## config.mk

```make
export PLATFORM = sky130hd
export DESIGN_NAME = autobaud_boot_ctrl
export DESIGN_NICKNAME = d
export VERILOG_FILES = /design/src/rtl/abb_pkg.sv /design/src/rtl/abb_reset_sync.sv /design/src/rtl/abb_low_meter.sv /design/src/rtl/abb_uart_tx.sv /design/src/rtl/abb_uart_rx.sv /design/src/rtl/autobaud_boot_ctrl.sv
export SDC_FILE = /design/constraint.sdc
export NUM_CORES = 1
export LEC_CHECK = 0
export BUFFER_PORTS_ARGS = -buffer_cell sky130_fd_sc_hd__buf_2
export CORE_ASPECT_RATIO = 2
export CORE_MARGIN = 2
export CORE_UTILIZATION = 39
export DETAILED_ROUTE_END_ITERATION = 10
export GPL_TIMING_DRIVEN = 1
export HOLD_SLACK_MARGIN = 0.03
export PLACE_DENSITY_LB_ADDON = 0.05
export SYNTH_ARGS = -nofsm -noshare
export SYNTH_HDL_FRONTEND = slang
export SYNTH_SLANG_ARGS = --single-unit
```

## constraint.sdc

```tcl
create_clock -name clk -period 9.4 [get_ports clk]
set_input_delay 1.41 -clock clk [delete_from_list [all_inputs] [get_ports clk]]
set_output_delay 1.41 -clock clk [all_outputs]
set_load 0.01 [all_outputs]
```

## src/rtl/abb_pkg.sv

```systemverilog
package abb_pkg;

  typedef enum logic [2:0] {
    ST_SETTLE   = 3'd0,
    ST_MEASURE  = 3'd1,
    ST_SEND_ACK = 3'd2,
    ST_WAIT_REP = 3'd3,
    ST_DONE     = 3'd4,
    ST_FAILED   = 3'd5
  } abb_state_e;

  typedef enum logic [1:0] {
    RX_IDLE  = 2'd0,
    RX_START = 2'd1,
    RX_DATA  = 2'd2,
    RX_STOP  = 2'd3
  } abb_rx_e;

endpackage

```

## src/rtl/abb_reset_sync.sv

```systemverilog
module abb_reset_sync (
  input  logic clk,
  input  logic arst_n,
  output logic srst_n
);
  logic [1:0] stage_q;

  always_ff @(posedge clk or negedge arst_n) begin
    if (!arst_n) stage_q <= 2'b00;
    else         stage_q <= {stage_q[0], 1'b1};
  end

  assign srst_n = stage_q[1];
endmodule

```

## src/rtl/abb_low_meter.sv

```systemverilog
module abb_low_meter #(
  parameter int CNT_W     = 20,
  parameter int DATA_BITS = 8,
  parameter int TOL_SHIFT = 5
) (
  input  logic             clk,
  input  logic             rst_n,
  input  logic             en_i,
  input  logic             rx_i,
  output logic             ok_o,
  output logic [CNT_W-1:0] period_o
);
  localparam int              ZERO_BITS = DATA_BITS + 1;
  localparam logic [CNT_W-1:0] CNT_MAX  = '1;
  localparam logic [CNT_W-1:0] CNT_ONE  = CNT_W'(1);
  localparam logic [CNT_W-1:0] MIN_LOW  = CNT_W'(ZERO_BITS);
  localparam logic [CNT_W:0]   DIVISOR  = (CNT_W+1)'(ZERO_BITS);
  localparam logic [CNT_W:0]   HALF_DIV = (CNT_W+1)'(ZERO_BITS / 2);

  logic             prev_q, prev_n;
  logic             cnting_q, cnting_n;
  logic             have_q, have_n;
  logic             ok_q, ok_n;
  logic [CNT_W-1:0] cnt_q, cnt_n;
  logic [CNT_W-1:0] first_q, first_n;
  logic [CNT_W-1:0] per_q, per_n;
  logic [CNT_W-1:0] diff;
  logic [CNT_W:0]   rsum;
  logic             bad_w, agree_w;

  always_comb begin
    diff    = (cnt_q > first_q) ? (cnt_q - first_q) : (first_q - cnt_q);
    agree_w = diff <= (first_q >> TOL_SHIFT);
    bad_w   = (cnt_q < MIN_LOW) || (cnt_q == CNT_MAX);
    rsum    = {1'b0, cnt_q} + HALF_DIV;
  end

  always_comb begin
    prev_n   = prev_q;
    cnting_n = cnting_q;
    have_n   = have_q;
    cnt_n    = cnt_q;
    first_n  = first_q;
    per_n    = per_q;
    ok_n     = 1'b0;
    if (!en_i) begin
      prev_n   = 1'b0;
      cnting_n = 1'b0;
      have_n   = 1'b0;
      cnt_n    = '0;
    end else begin
      prev_n = rx_i;
      if (prev_q && !rx_i) begin
        cnting_n = 1'b1;
        cnt_n    = CNT_ONE;
      end else if (cnting_q && !rx_i) begin
        if (cnt_q != CNT_MAX) cnt_n = cnt_q + CNT_ONE;
      end else if (cnting_q && rx_i) begin
        cnting_n = 1'b0;
        if (bad_w) begin
          have_n = 1'b0;
        end else if (!have_q) begin
          have_n  = 1'b1;
          first_n = cnt_q;
        end else if (agree_w) begin
          have_n = 1'b0;
          ok_n   = 1'b1;
          per_n  = CNT_W'(rsum / DIVISOR);
        end else begin
          first_n = cnt_q;
        end
      end
    end
  end

  always_ff @(posedge clk or negedge rst_n) begin
    if (!rst_n) begin
      prev_q   <= 1'b0;
      cnting_q <= 1'b0;
      have_q   <= 1'b0;
      ok_q     <= 1'b0;
      cnt_q    <= '0;
      first_q  <= '0;
      per_q    <= '0;
    end else begin
      prev_q   <= prev_n;
      cnting_q <= cnting_n;
      have_q   <= have_n;
      ok_q     <= ok_n;
      cnt_q    <= cnt_n;
      first_q  <= first_n;
      per_q    <= per_n;
    end
  end

  assign ok_o     = ok_q;
  assign period_o = per_q;


  period_nonzero_chk: assert property (@(posedge clk) disable iff (!rst_n)
    ok_o |-> (period_o != '0));


  ok_needs_enable_chk: assert property (@(posedge clk) disable iff (!rst_n)
    ok_o |-> $past(en_i));
endmodule

```

## src/rtl/abb_uart_tx.sv

```systemverilog
module abb_uart_tx #(
  parameter int CNT_W     = 20,
  parameter int DATA_BITS = 8
) (
  input  logic                 clk,
  input  logic                 rst_n,
  input  logic                 start_i,
  input  logic [DATA_BITS-1:0] data_i,
  input  logic [CNT_W-1:0]     period_i,
  output logic                 txd_o,
  output logic                 done_o
);
  localparam int              FRAME_BITS = DATA_BITS + 2;
  localparam int              BIT_W      = $clog2(FRAME_BITS);
  localparam logic [CNT_W-1:0] CNT_ONE   = CNT_W'(1);
  localparam logic [BIT_W-1:0] LAST_BIT  = BIT_W'(FRAME_BITS - 1);
  localparam logic [BIT_W-1:0] BIT_ONE   = BIT_W'(1);

  logic                  busy_q, busy_n;
  logic                  done_q, done_n;
  logic [FRAME_BITS-1:0] sh_q, sh_n;
  logic [CNT_W-1:0]      cnt_q, cnt_n;
  logic [BIT_W-1:0]      bit_q, bit_n;

  always_comb begin
    busy_n = busy_q;
    sh_n   = sh_q;
    cnt_n  = cnt_q;
    bit_n  = bit_q;
    done_n = 1'b0;
    if (!busy_q) begin
      if (start_i) begin
        busy_n = 1'b1;
        sh_n   = {1'b1, data_i, 1'b0};
        cnt_n  = period_i - CNT_ONE;
        bit_n  = '0;
      end
    end else if (cnt_q != '0) begin
      cnt_n = cnt_q - CNT_ONE;
    end else if (bit_q == LAST_BIT) begin
      busy_n = 1'b0;
      done_n = 1'b1;
    end else begin
      sh_n  = {1'b1, sh_q[FRAME_BITS-1:1]};
      bit_n = bit_q + BIT_ONE;
      cnt_n = period_i - CNT_ONE;
    end
  end

  always_ff @(posedge clk or negedge rst_n) begin
    if (!rst_n) begin
      busy_q <= 1'b0;
      done_q <= 1'b0;
      sh_q   <= '1;
      cnt_q  <= '0;
      bit_q  <= '0;
    end else begin
      busy_q <= busy_n;
      done_q <= done_n;
      sh_q   <= sh_n;
      cnt_q  <= cnt_n;
      bit_q  <= bit_n;
    end
  end

  assign txd_o  = busy_q ? sh_q[0] : 1'b1;
  assign done_o = done_q;


  start_bit_low_chk: assert property (@(posedge clk) disable iff (!rst_n)
    (start_i && !busy_q) |=> !txd_o);
endmodule

```

## src/rtl/abb_uart_rx.sv

```systemverilog
module abb_uart_rx
  import abb_pkg::*;
#(
  parameter int CNT_W     = 20,
  parameter int DATA_BITS = 8
) (
  input  logic                 clk,
  input  logic                 rst_n,
  input  logic                 en_i,
  input  logic                 rx_i,
  input  logic [CNT_W-1:0]     period_i,
  output logic                 valid_o,
  output logic                 ferr_o,
  output logic [DATA_BITS-1:0] data_o
);
  localparam int              BIT_W    = $clog2(DATA_BITS);
  localparam logic [CNT_W-1:0] CNT_ONE  = CNT_W'(1);
  localparam logic [BIT_W-1:0] LAST_BIT = BIT_W'(DATA_BITS - 1);
  localparam logic [BIT_W-1:0] BIT_ONE  = BIT_W'(1);

  abb_rx_e              st_q, st_n;
  logic [CNT_W-1:0]     cnt_q, cnt_n;
  logic [BIT_W-1:0]     bit_q, bit_n;
  logic [DATA_BITS-1:0] sh_q, sh_n;
  logic [DATA_BITS-1:0] data_q, data_n;
  logic                 valid_q, valid_n;
  logic                 ferr_q, ferr_n;

  always_comb begin
    st_n    = st_q;
    cnt_n   = cnt_q;
    bit_n   = bit_q;
    sh_n    = sh_q;
    data_n  = data_q;
    valid_n = 1'b0;
    ferr_n  = 1'b0;
    if (!en_i) begin
      st_n  = RX_IDLE;
      cnt_n = '0;
    end else if (st_q == RX_IDLE) begin
      if (!rx_i) begin
        st_n  = RX_START;
        cnt_n = period_i >> 1;
      end
    end else if (cnt_q != '0) begin
      cnt_n = cnt_q - CNT_ONE;
    end else begin
      cnt_n = period_i - CNT_ONE;
      case (st_q)
        RX_START: begin
          bit_n = '0;
          st_n  = rx_i ? RX_IDLE : RX_DATA;
        end
        RX_DATA: begin
          sh_n = {rx_i, sh_q[DATA_BITS-1:1]};
          if (bit_q == LAST_BIT) st_n = RX_STOP;
          else                   bit_n = bit_q + BIT_ONE;
        end
        default: begin
          st_n = RX_IDLE;
          if (rx_i) begin
            valid_n = 1'b1;
            data_n  = sh_q;
          end else begin
            ferr_n = 1'b1;
          end
        end
      endcase
    end
  end

  always_ff @(posedge clk or negedge rst_n) begin
    if (!rst_n) begin
      st_q    <= RX_IDLE;
      cnt_q   <= '0;
      bit_q   <= '0;
      sh_q    <= '0;
      data_q  <= '0;
      valid_q <= 1'b0;
      ferr_q  <= 1'b0;
    end else begin
      st_q    <= st_n;
      cnt_q   <= cnt_n;
      bit_q   <= bit_n;
      sh_q    <= sh_n;
      data_q  <= data_n;
      valid_q <= valid_n;
      ferr_q  <= ferr_n;
    end
  end

  assign valid_o = valid_q;
  assign ferr_o  = ferr_q;
  assign data_o  = data_q;


  stop_high_on_valid_chk: assert property (@(posedge clk) disable iff (!rst_n)
    valid_o |-> $past(rx_i));


  stop_low_on_ferr_chk: assert property (@(posedge clk) disable iff (!rst_n)
    ferr_o |-> !$past(rx_i));
endmodule

```

## src/rtl/autobaud_boot_ctrl.sv

```systemverilog
module autobaud_boot_ctrl
  import abb_pkg::*;
#(
  parameter int                   CNT_W      = 20,
  parameter int                   DATA_BITS  = 8,
  parameter int                   SETTLE_CYC = 100,
  parameter int                   TOL_SHIFT  = 5,
  parameter logic [DATA_BITS-1:0] REPLY_CODE = 'h55
) (
  input  logic                 clk,
  input  logic                 rst_n,
  input  logic                 rxd_i,
  output logic                 txd_o,
  output logic [2:0]           state_o,
  output logic                 done_o,
  output logic                 fail_o,
  output logic [CNT_W-1:0]     bit_period_o,
  output logic [DATA_BITS-1:0] byte_o,
  output logic                 byte_valid_o
);
  localparam int              SET_W    = $clog2(SETTLE_CYC + 1);
  localparam logic [SET_W-1:0] SET_LAST = SET_W'(SETTLE_CYC - 1);
  localparam logic [SET_W-1:0] SET_ONE  = SET_W'(1);

  logic                 rst_s_n;
  logic [1:0]           rx_sync_q;
  logic                 rx_s;
  abb_state_e           state_q, state_n;
  logic [SET_W-1:0]     settle_q, settle_n;
  logic [CNT_W-1:0]     per_q, per_n;
  logic                 ack_q, ack_n;
  logic                 tx_start;
  logic                 meas_ok, tx_done, rx_valid, rx_ferr;
  logic [CNT_W-1:0]     meas_per;
  logic [DATA_BITS-1:0] rx_data;
  logic                 meas_en, rx_en;

  abb_reset_sync u_rst (
    .clk    (clk),
    .arst_n (rst_n),
    .srst_n (rst_s_n)
  );

  always_ff @(posedge clk or negedge rst_s_n) begin
    if (!rst_s_n) rx_sync_q <= 2'b11;
    else          rx_sync_q <= {rx_sync_q[0], rxd_i};
  end
  assign rx_s = rx_sync_q[1];

  assign meas_en = (state_q == ST_MEASURE);
  assign rx_en   = (state_q == ST_WAIT_REP) || (state_q == ST_DONE);

  abb_low_meter #(.CNT_W(CNT_W), .DATA_BITS(DATA_BITS), .TOL_SHIFT(TOL_SHIFT)) u_meter (
    .clk      (clk),
    .rst_n    (rst_s_n),
    .en_i     (meas_en),
    .rx_i     (rx_s),
    .ok_o     (meas_ok),
    .period_o (meas_per)
  );

  abb_uart_tx #(.CNT_W(CNT_W), .DATA_BITS(DATA_BITS)) u_tx (
    .clk      (clk),
    .rst_n    (rst_s_n),
    .start_i  (tx_start),
    .data_i   ('0),
    .period_i (per_q),
    .txd_o    (txd_o),
    .done_o   (tx_done)
  );

  abb_uart_rx #(.CNT_W(CNT_W), .DATA_BITS(DATA_BITS)) u_rx (
    .clk      (clk),
    .rst_n    (rst_s_n),
    .en_i     (rx_en),
    .rx_i     (rx_s),
    .period_i (per_q),
    .valid_o  (rx_valid),
    .ferr_o   (rx_ferr),
    .data_o   (rx_data)
  );

  always_comb begin
    state_n  = state_q;
    settle_n = settle_q;
    per_n    = per_q;
    ack_n    = ack_q;
    tx_start = 1'b0;
    case (state_q)
      ST_SETTLE: begin
        settle_n = settle_q + SET_ONE;
        if (settle_q == SET_LAST) state_n = ST_MEASURE;
      end
      ST_MEASURE: begin
        if (meas_ok) begin
          per_n   = meas_per;
          state_n = ST_SEND_ACK;
        end
      end
      ST_SEND_ACK: begin
        if (!ack_q) begin
          tx_start = 1'b1;
          ack_n    = 1'b1;
        end else if (tx_done) begin
          state_n = ST_WAIT_REP;
        end
      end
      ST_WAIT_REP: begin
        if (rx_valid) state_n = (rx_data == REPLY_CODE) ? ST_DONE : ST_FAILED;
        else if (rx_ferr) state_n = ST_FAILED;
      end
      default: state_n = state_q;
    endcase
  end

  always_ff @(posedge clk or negedge rst_s_n) begin
    if (!rst_s_n) begin
      state_q  <= ST_SETTLE;
      settle_q <= '0;
      per_q    <= '0;
      ack_q    <= 1'b0;
    end else begin
      state_q  <= state_n;
      settle_q <= settle_n;
      per_q    <= per_n;
      ack_q    <= ack_n;
    end
  end

  assign state_o      = state_q;
  assign done_o       = (state_q == ST_DONE);
  assign fail_o       = (state_q == ST_FAILED);
  assign bit_period_o = per_q;
  assign byte_o       = rx_data;
  assign byte_valid_o = rx_valid && (state_q == ST_DONE);


  fail_sticky_chk: assert property (@(posedge clk) disable iff (!rst_s_n)
    (state_q == ST_FAILED) |=> (state_q == ST_FAILED));


  done_sticky_chk: assert property (@(posedge clk) disable iff (!rst_s_n)
    (state_q == ST_DONE) |=> (state_q == ST_DONE));


  period_frozen_chk: assert property (@(posedge clk) disable iff (!rst_s_n)
    (state_q != ST_MEASURE) |=> $stable(per_q));
endmodule

```

==> flow_summary.json, run 1 <==
{
  "status": "finished, final reports clean",
  "worstHoldPathType": "reg2async",
  "buffer_ports.inserted": 35,
  "start_util": 0.393,
  "tns_ns": 0,
  "detail_route.iter0.violations": 676,
  "postPlaceCellArea_um2": 14600,
  "startpoint_type_of_the_worst_setup_path": "flip-flop",
  "number_of_max_capacitance_violations_reported": 0,
  "finalHoldViolCount": 0,
  "netlist_top_cells_area": "sky130_fd_sc_hd__dfrtp_1, sky130_fd_sc_hd__ha_1, sky130_fd_sc_hd__a21oi_1, sky130_fd_sc_hd__nand2_1, sky130_fd_sc_hd__o21ai_0",
  "clockRootBuffer": "sky130_fd_sc_hd__clkbuf_16",
  "placedCellCount": 2103,
  "fin_worst_skew_ns": 0.00779,
  "netlist-cell-type-count": 108,
  "clock.fmax_mhz": 110,
  "clk_path_buf_depth": 2,
  "power.total_mw": 1.50,
  "coreArea_um2": 34800,
  "design.die.area_um2": 36700,
  "worst_slew_pin_slew_ns": 1.13,
  "cts.hold.buffers_added": 0,
  "fill_cells": 3464,
  "report.final.setup_viol": 0,
  "pwr_density_cell_nw_per_um2": 94.4,
  "synthCells": 1630,
  "synth_largest_area_cell": "sky130_fd_sc_hd__dfrtp_1",
  "multi_input_area_um2": 9190,
  "critPathSlowestCell": "sky130_fd_sc_hd__a2111o_1",
  "numClockSinks": 173,
  "path_clk_slew_ns": 0.07,
  "wire_length_of_the_first_global_routing_pass_um": 72700,
  "end_kind": "flip-flop",
  "finalCriticalPeriod_ns": 9.07,
  "synth_seq_area_share": 0.317,
  "mappedNetlistArea_um2": 13700,
  "die_w_um": 136,
  "synth-seq-cells": 173,
  "grt_use_total": 0.260,
  "slew_headroom": 0.247,
  "globalplace.congestion": 0.996,
  "count_of_pins_over_their_slew_limit": 0,
  "die-height_um": 269,
  "hpwlAfterDp_um": 37400,
  "synth-async-reset-ratio": 1.00,
  "finish.instance_area_um2": 15900,
  "critical_path_peak_fanout": 8,
  "synthToLayoutAreaGrowth_pct": 16.3,
  "layout.cells.non_filler": 2170,
  "layout-drive-gt1-share": 0.180,
  "worstSetupPathType": "reg2reg",
  "antenna_cells_inserted": 0,
  "vdd.ir_drop.worst_uv": 135,
  "layout.area.seq_um2": 4360,
  "clock_buffers_created_by_tritoncts": 17,
  "placement_rows": 97,
  "syn_avg_cell_area_um2": 8.39,
  "cellLeakagePower_nw": 7.26,
  "worst_ep_arrival_time_ns": 9.41,
  "synth_enable_flop_cells": 0,
  "critical_path_required_ns": 9.73,
  "cp_common_cell": "sky130_fd_sc_hd__buf_4",
  "min_period_over_period": 0.965,
  "num-nets-final": 1792,
  "first_global_vias": 13000,
  "vias_per_cell": 5.96,
  "synthesis.yosys.warnings": 0,
  "synth_ff_type": "sky130_fd_sc_hd__dfrtp_1",
  "insertion_delay_ns": 0.46,
  "i_o_pin_cnt": 38,
  "overflow": 0,
  "drt_drc_violations_left": 0,
  "largest_net_degree_at_the_start_of_global_routing": 73,
  "ant_nets": 0,
  "cts_tree": "built",
  "htree_levels": 4,
  "wirelength_um": 47700,
  "critPathMaxStageDelay_ns": 0.48,
  "finalHoldWorstSlack_ns": 0.331,
  "first_pass_iters": 7,
  "via_count": 12900,
  "routedWlPerCell_um": 22.0,
  "synth_top_area_frac": 0.296,
  "antenna_found_initial": 0
}
==> synthesized netlist by cell type (all sizes together) (6+ instances only) <==
| cell | instances |
|---|---|
| nand2 | 183 |
| dfrtp | 162 |
| a21oi | 145 |
| o21ai | 139 |
| nor2 | 118 |
| ha | 75 |
| xnor2 | 68 |
| inv | 65 |
| clkbuf | 58 |
| nor3 | 54 |
| mux2 | 39 |
| nand3 | 37 |
| nand4 | 35 |
| a21o | 34 |
| a22o | 34 |
| mux2i | 31 |
| nor4 | 26 |
| or3 | 19 |
| nand2b | 18 |
| xor2 | 18 |
| a211oi | 17 |
| buf | 14 |
| o211ai | 14 |
| o21bai | 14 |
| o31ai | 14 |
| and3 | 13 |
| nor2b | 13 |
| and2 | 12 |
| dfstp | 11 |
| a31oi | 10 |
| o22ai | 10 |
| or4 | 9 |
| o32ai | 8 |
| or2 | 8 |
| a2111oi | 6 |
| a221oi | 6 |
==> power breakdown <==
part / internal [mW] / switching, mW / total (mW)
Clock: 0.393 / 0.345 / 0.738
Combinational: 0.000983 / 0.0118 / 0.0128
Sequential: 0.745 / 0.00527 / 0.751
==> worst max-delay path: cells and delay by family (launching register included) <==
family	cells	cell delay (ns)
AOI/OAI and AO/OA	21	5.15
adders and majority gates	1	0.18
buffers and inverters	4	0.77
DFF	1	0.45
muxes	3	0.78
and+or+nand+nor	6	1.60
==> registers in the layout (all words and copies together) (netlist names), 4 cells and up <==
| name | count |
|---|---|
| u_rx.sh_q | 8 |
| bit_period_o | 18 |
| u_meter.period_o | 18 |
| u_tx.sh_q | 9 |
| u_tx.bit_q | 4 |
| u_rx.data_o | 8 |
| u_rx.cnt_q | 20 |
| u_tx.cnt_q | 20 |
| u_meter.first_q | 20 |
| settle_q | 7 |
| u_meter.cnt_q | 20 |
==> worst paths after layout <==
check,cells past startpoint,from,endpoint,slack [ns]
setup reg to reg,35,u_meter.cnt_q[13],u_meter.period_o[0],0.33
max in group asynchronous,1,u_rst.stage_q[1],u_rx.ferr_o,7.70
min in group clk,0,u_rst.stage_q[0],u_rst.stage_q[1],0.35
hold / removal,0,u_rst.stage_q[1],u_meter.period_o[15],0.33
setup / recovery,35,u_meter.cnt_q[13],u_meter.period_o[0],0.33
hold reg to reg,0,u_rst.stage_q[1],u_meter.period_o[15],0.33
==> through the flow <==
| step | worst slack, ns | utilization |
|---|---|---|
| after floorplan | 0.863 | - |
| after global placement | -0.0234 | 0.420 |
| after detailed placement | 0.0389 | 0.420 |
| after CTS | 0.0101 | 0.438 |
| after global routing | -0.212 | 0.457 |
| final | 0.327 | 0.457 |
==> final cells by class <==
cell class	count	area share
inverter	67	0.0158
timing repair buffer	134	0.0595
sequential	173	0.274
clock buffer	22	0.0319
clock inverter	10	0.00598
tap	445	0.0350
multi-input combinational	1319	0.578
==> cell usage in the layout (no fill, tap or decap), types with 7 or more instances in the layout <==
master / Yosys / layout
sky130_fd_sc_hd__nand2_1: 183 / 183
sky130_fd_sc_hd__dfrtp_1: 162 / 153
sky130_fd_sc_hd__a21oi_1: 144 / 139
sky130_fd_sc_hd__o21ai_0: 131 / 128
sky130_fd_sc_hd__nor2_1: 118 / 116
sky130_fd_sc_hd__buf_4: 5 / 96
sky130_fd_sc_hd__ha_1: 75 / 75
sky130_fd_sc_hd__inv_1: 65 / 65
sky130_fd_sc_hd__xnor2_1: 68 / 62
sky130_fd_sc_hd__nor3_1: 53 / 46
sky130_fd_sc_hd__mux2_2: 38 / 38
sky130_fd_sc_hd__nand3_1: 36 / 36
sky130_fd_sc_hd__buf_2: 6 / 35
sky130_fd_sc_hd__a22o_1: 34 / 34
sky130_fd_sc_hd__a21o_1: 34 / 33
sky130_fd_sc_hd__nand4_1: 32 / 32
sky130_fd_sc_hd__mux2i_1: 29 / 26
sky130_fd_sc_hd__nor4_1: 23 / 21
sky130_fd_sc_hd__clkbuf_16: 0 / 20
sky130_fd_sc_hd__nand2b_1: 18 / 18
sky130_fd_sc_hd__xor2_1: 18 / 18
sky130_fd_sc_hd__or3_1: 18 / 17
sky130_fd_sc_hd__a211oi_1: 14 / 13
sky130_fd_sc_hd__o21bai_1: 14 / 13
sky130_fd_sc_hd__o31ai_1: 13 / 12
sky130_fd_sc_hd__nor2b_1: 13 / 12
sky130_fd_sc_hd__and3_1: 13 / 12
sky130_fd_sc_hd__o211ai_1: 12 / 12
sky130_fd_sc_hd__and2_1: 12 / 11
sky130_fd_sc_hd__dfstp_2: 11 / 11
sky130_fd_sc_hd__o22ai_1: 10 / 10
sky130_fd_sc_hd__a31oi_1: 10 / 8
sky130_fd_sc_hd__o21ai_1: 7 / 8
sky130_fd_sc_hd__or4_1: 8 / 8
sky130_fd_sc_hd__dfrtp_2: 0 / 8
sky130_fd_sc_hd__nor3_2: 1 / 7
sky130_fd_sc_hd__o32ai_1: 7 / 7
==> logic make-up (layout without fill, tap and decap cells) <==
group / after synthesis / count (layout) / synth area share
adder cells (fa/ha/maj): 78 / 78 / 0.0723
AO/OA/AOI/OAI: 514 / 514 / 0.250
flip-flops: 173 / 173 / 0.317
AND/OR/NAND/NOR: 568 / 568 / 0.209
other: 2 / 3 / 0.000549
multiplexers: 70 / 70 / 0.0556
buffers and inverters: 139 / 233 / 0.0402
XOR/XNOR: 86 / 86 / 0.0551
==> per-layer routing <==
layer  share of wire  vias up  track usage
met3           0.024      161       0.0267
met1            0.33     6291        0.236
met4           0.067        0        0.164
met2            0.58      332        0.528
met5               0        -            0
li1                -     6148            -
==> timing repair <==
| item | in CTS | in global routing |
|---|---|---|
| hold endpoints to repair | 0 | 0 |
| buffers inserted | 0 | 35 |
| pin swaps | 0 | 22 |
| resized for setup | 3 | 74 |
| endpoints found under the setup margin | 1 | 2 |
No activity file was read; power rests on OpenSTA's default activity.
==> run 2: changes to the inputs <==
--- a/config.mk
+++ b/config.mk
@@ -13,6 +13,7 @@
 export GPL_TIMING_DRIVEN = 1
 export HOLD_SLACK_MARGIN = 0.03
 export PLACE_DENSITY_LB_ADDON = 0.05
+export REMOVE_ABC_BUFFERS = 1
 export SYNTH_ARGS = -nofsm -noshare
 export SYNTH_HDL_FRONTEND = slang
 export SYNTH_SLANG_ARGS = --single-unit
==> constraint.sdc (replaced) <==
create_clock -name clk -period 10.35 [get_ports clk]
set_input_delay 1.5525 -clock clk [delete_from_list [all_inputs] [get_ports clk]]
set_output_delay 1.5525 -clock clk [all_outputs]
set_load 0.01 [all_outputs]
==> run 2 against run 1 <==
Global-route usage hardly changed. Sequential share of layout area is 1.4 points higher. Register-to-register slack improved by 0.22 ns. Largest power group is now the clock network. Total power shrank 7.4%. Non-clock buffer count fell by 67. Cell area is 4.8% lower. Clock skew rose by 0.0086 ns. Cell count down 3.1%. Clock-buffer cell count down 5. Fmax shrank 7.5%.
==> flow_summary.json, run 2 (synthesized netlist as in run 1, its figures left out) <==
{
  "status": "finished, final reports clean",
  "netSwitchingFraction": 0.257,
  "groute.layer.met3.usage": 0.0286,
  "worst_slew_pin_slew_ns": 1.15,
  "clock.fmax_mhz": 102,
  "critical_path_required_ns": 10.70,
  "min_period_over_period": 0.948,
  "finalHoldWorstSlack_ns": 0.358,
  "layout-drive-gt1-share": 0.125,
  "count_of_pins_over_their_slew_limit": 0,
  "clk_path_buf_depth": 2,
  "critPathSlowestCell": "sky130_fd_sc_hd__dfrtp_1",
  "critPathMaxStageDelay_ns": 0.58,
  "die_w_um": 136,
  "report.final.setup_viol": 0,
  "drt_drc_violations_left": 0,
  "i_o_pin_cnt": 38,
  "slew_headroom": 0.232,
  "die-height_um": 269,
  "fin_worst_skew_ns": 0.0164,
  "first_global_vias": 12800,
  "critical_path_peak_fanout": 10,
  "number_of_max_capacitance_violations_reported": 0,
  "proportion_of_power_drawn_by_combinational_gates": 0.008,
  "clockPowerShare": 0.501,
  "detail_route.iter0.violations": 736,
  "first_pass_iters": 6,
  "cellInternalPower_mw": 1.03,
  "antenna_cells_inserted": 0,
  "pwr_density_cell_nw_per_um2": 91.8,
  "wirelength_um": 47200,
  "mostFrequentLayoutCell": "sky130_fd_sc_hd__nand2_1",
  "worst_ep_arrival_time_ns": 10.16,
  "worstSetupPathType": "reg2reg",
  "routedWlPerCell_um": 22.4,
  "global_routing_s_busiest_layer": "met2",
  "seqPwrFrac": 0.491,
  "worst_slack_ns": 0.543,
  "finalCriticalPeriod_ns": 9.81,
  "wire_length_of_the_first_global_routing_pass_um": 72300,
  "design.die.area_um2": 36700,
  "clock_buffers_created_by_tritoncts": 17,
  "groute.layer.met1.usage": 0.230,
  "worstHoldPathType": "reg2reg",
  "via_count": 12700,
  "end_kind": "flip-flop",
  "insertion_delay_ns": 0.46,
  "largest_net_degree_at_the_start_of_global_routing": 77,
  "synthToLayoutAreaGrowth_pct": 10.6,
  "start_util": 0.393,
  "grt_use_total": 0.260,
  "vdd.ir_drop.worst_uv": 98.1,
  "globalplace.congestion": 1.01,
  "placement_rows": 97,
  "global_route.usage.met2": 0.532,
  "power.switching_uw": 357,
  "cts_tree": "built",
  "num-nets-final": 1725,
  "cts.hold.buffers_added": 0,
  "path_clk_slew_ns": 0.08,
  "overflow": 0,
  "numClockSinks": 173,
  "cellLeakagePower_nw": 6.86,
  "ant_nets": 0,
  "coreArea_um2": 34800,
  "antenna_found_initial": 0,
  "dpl_worst_slack_ns": 0.257,
  "vias_per_cell": 6.05,
  "finalHoldViolCount": 0,
  "layout.core_utilization": 0.435,
  "buffer_ports.inserted": 35,
  "htree_levels": 4,
  "startpoint_type_of_the_worst_setup_path": "flip-flop",
  "clockRootBuffer": "sky130_fd_sc_hd__clkbuf_16",
  "layout_common_cells": "sky130_fd_sc_hd__nand2_1, sky130_fd_sc_hd__dfrtp_1, sky130_fd_sc_hd__a21oi_1",
  "rsz0062_at_grt": "false",
  "tns_ns": 0,
  "hpwlAfterDp_um": 37300
}
## run 2: changes by cell type in the layout (fill, tap and decap cells not counted), moves of 4 or more
cell,delta
sky130_fd_sc_hd__dfrtp_1,+5
sky130_fd_sc_hd__clkinvlp_4,-4
sky130_fd_sc_hd__xnor2_1,+4
sky130_fd_sc_hd__buf_4,-64
sky130_fd_sc_hd__dfrtp_2,-5
sky130_fd_sc_hd__a21oi_1,+5
sky130_fd_sc_hd__clkinv_8,+4
## run 2: repair_timing
item,CTS,global route
buffers inserted,0,5
resized for setup,0,23
setup endpoints to repair,0,2
hold endpoints to repair,0,0
## run 2: worst max-delay path, delay by kind of cell, from the launching register on
kind,cells,cell delay (ns)
adder cells (fa/ha/maj),1,0.30
AO/OA/AOI/OAI,20,6.17
multiplexers,2,0.58
AND/OR/NAND/NOR,7,1.86
XOR/XNOR,1,0.18
flip-flops,1,0.58
## run 2: power groups by stage
stage                     registers [mW]  clock network [mW]  logic (mW)
after detailed placement           0.696                   0      0.0124
after global placement             0.696                   0      0.0123
after CTS                          0.682               0.721      0.0125
after floorplan                    0.700                   0    0.000512
after global routing               0.683               0.743      0.0137
final                              0.682               0.697      0.0113
## run 2: through the flow
stage / power, mW / instances / area (µm²)
final: 1.39 / 2103 / 15100
after detailed placement: 0.708 / 2066 / 14300
after global routing: 1.44 / 2103 / 15100
after floorplan: 0.701 / 1559 / 13400
after global placement: 0.708 / 2066 / 14300
after CTS: 1.42 / 2098 / 15000
## run 2: per-layer routing
metal / up-vias / share of wire
li1: 6016 / -
met1: 6261 / 0.33
met2: 297 / 0.58
met3: 139 / 0.021
met4: 0 / 0.068
met5: - / 0
## run 2: cell type report
| type | count | area, µm² |
|---|---|---|
| inverter | 67 | 251 |
| tap | 445 | 557 |
| fill | 3504 | 19700 |
| clock buffer | 17 | 425 |
| clock inverter | 15 | 215 |
| multi-input combinational | 1319 | 8920 |
| sequential | 173 | 4350 |
| timing repair buffer | 67 | 415 |
## run 2: worst paths after layout
kind | from | to | slack (ns) | cells after the start
max in group asynchronous | u_rst.stage_q[1] | bit_period_o[0] | 7.83 | 2
min in group asynchronous | u_rst.stage_q[1] | u_rx.cnt_q[12] | 0.37 | 0
worst min-delay path | u_rst.stage_q[0] | u_rst.stage_q[1] | 0.36 | 0
worst min register to register | u_rst.stage_q[0] | u_rst.stage_q[1] | 0.36 | 0
worst max-delay path | u_meter.cnt_q[11] | u_meter.period_o[0] | 0.54 | 31
worst max register to register | u_meter.cnt_q[11] | u_meter.period_o[0] | 0.54 | 31
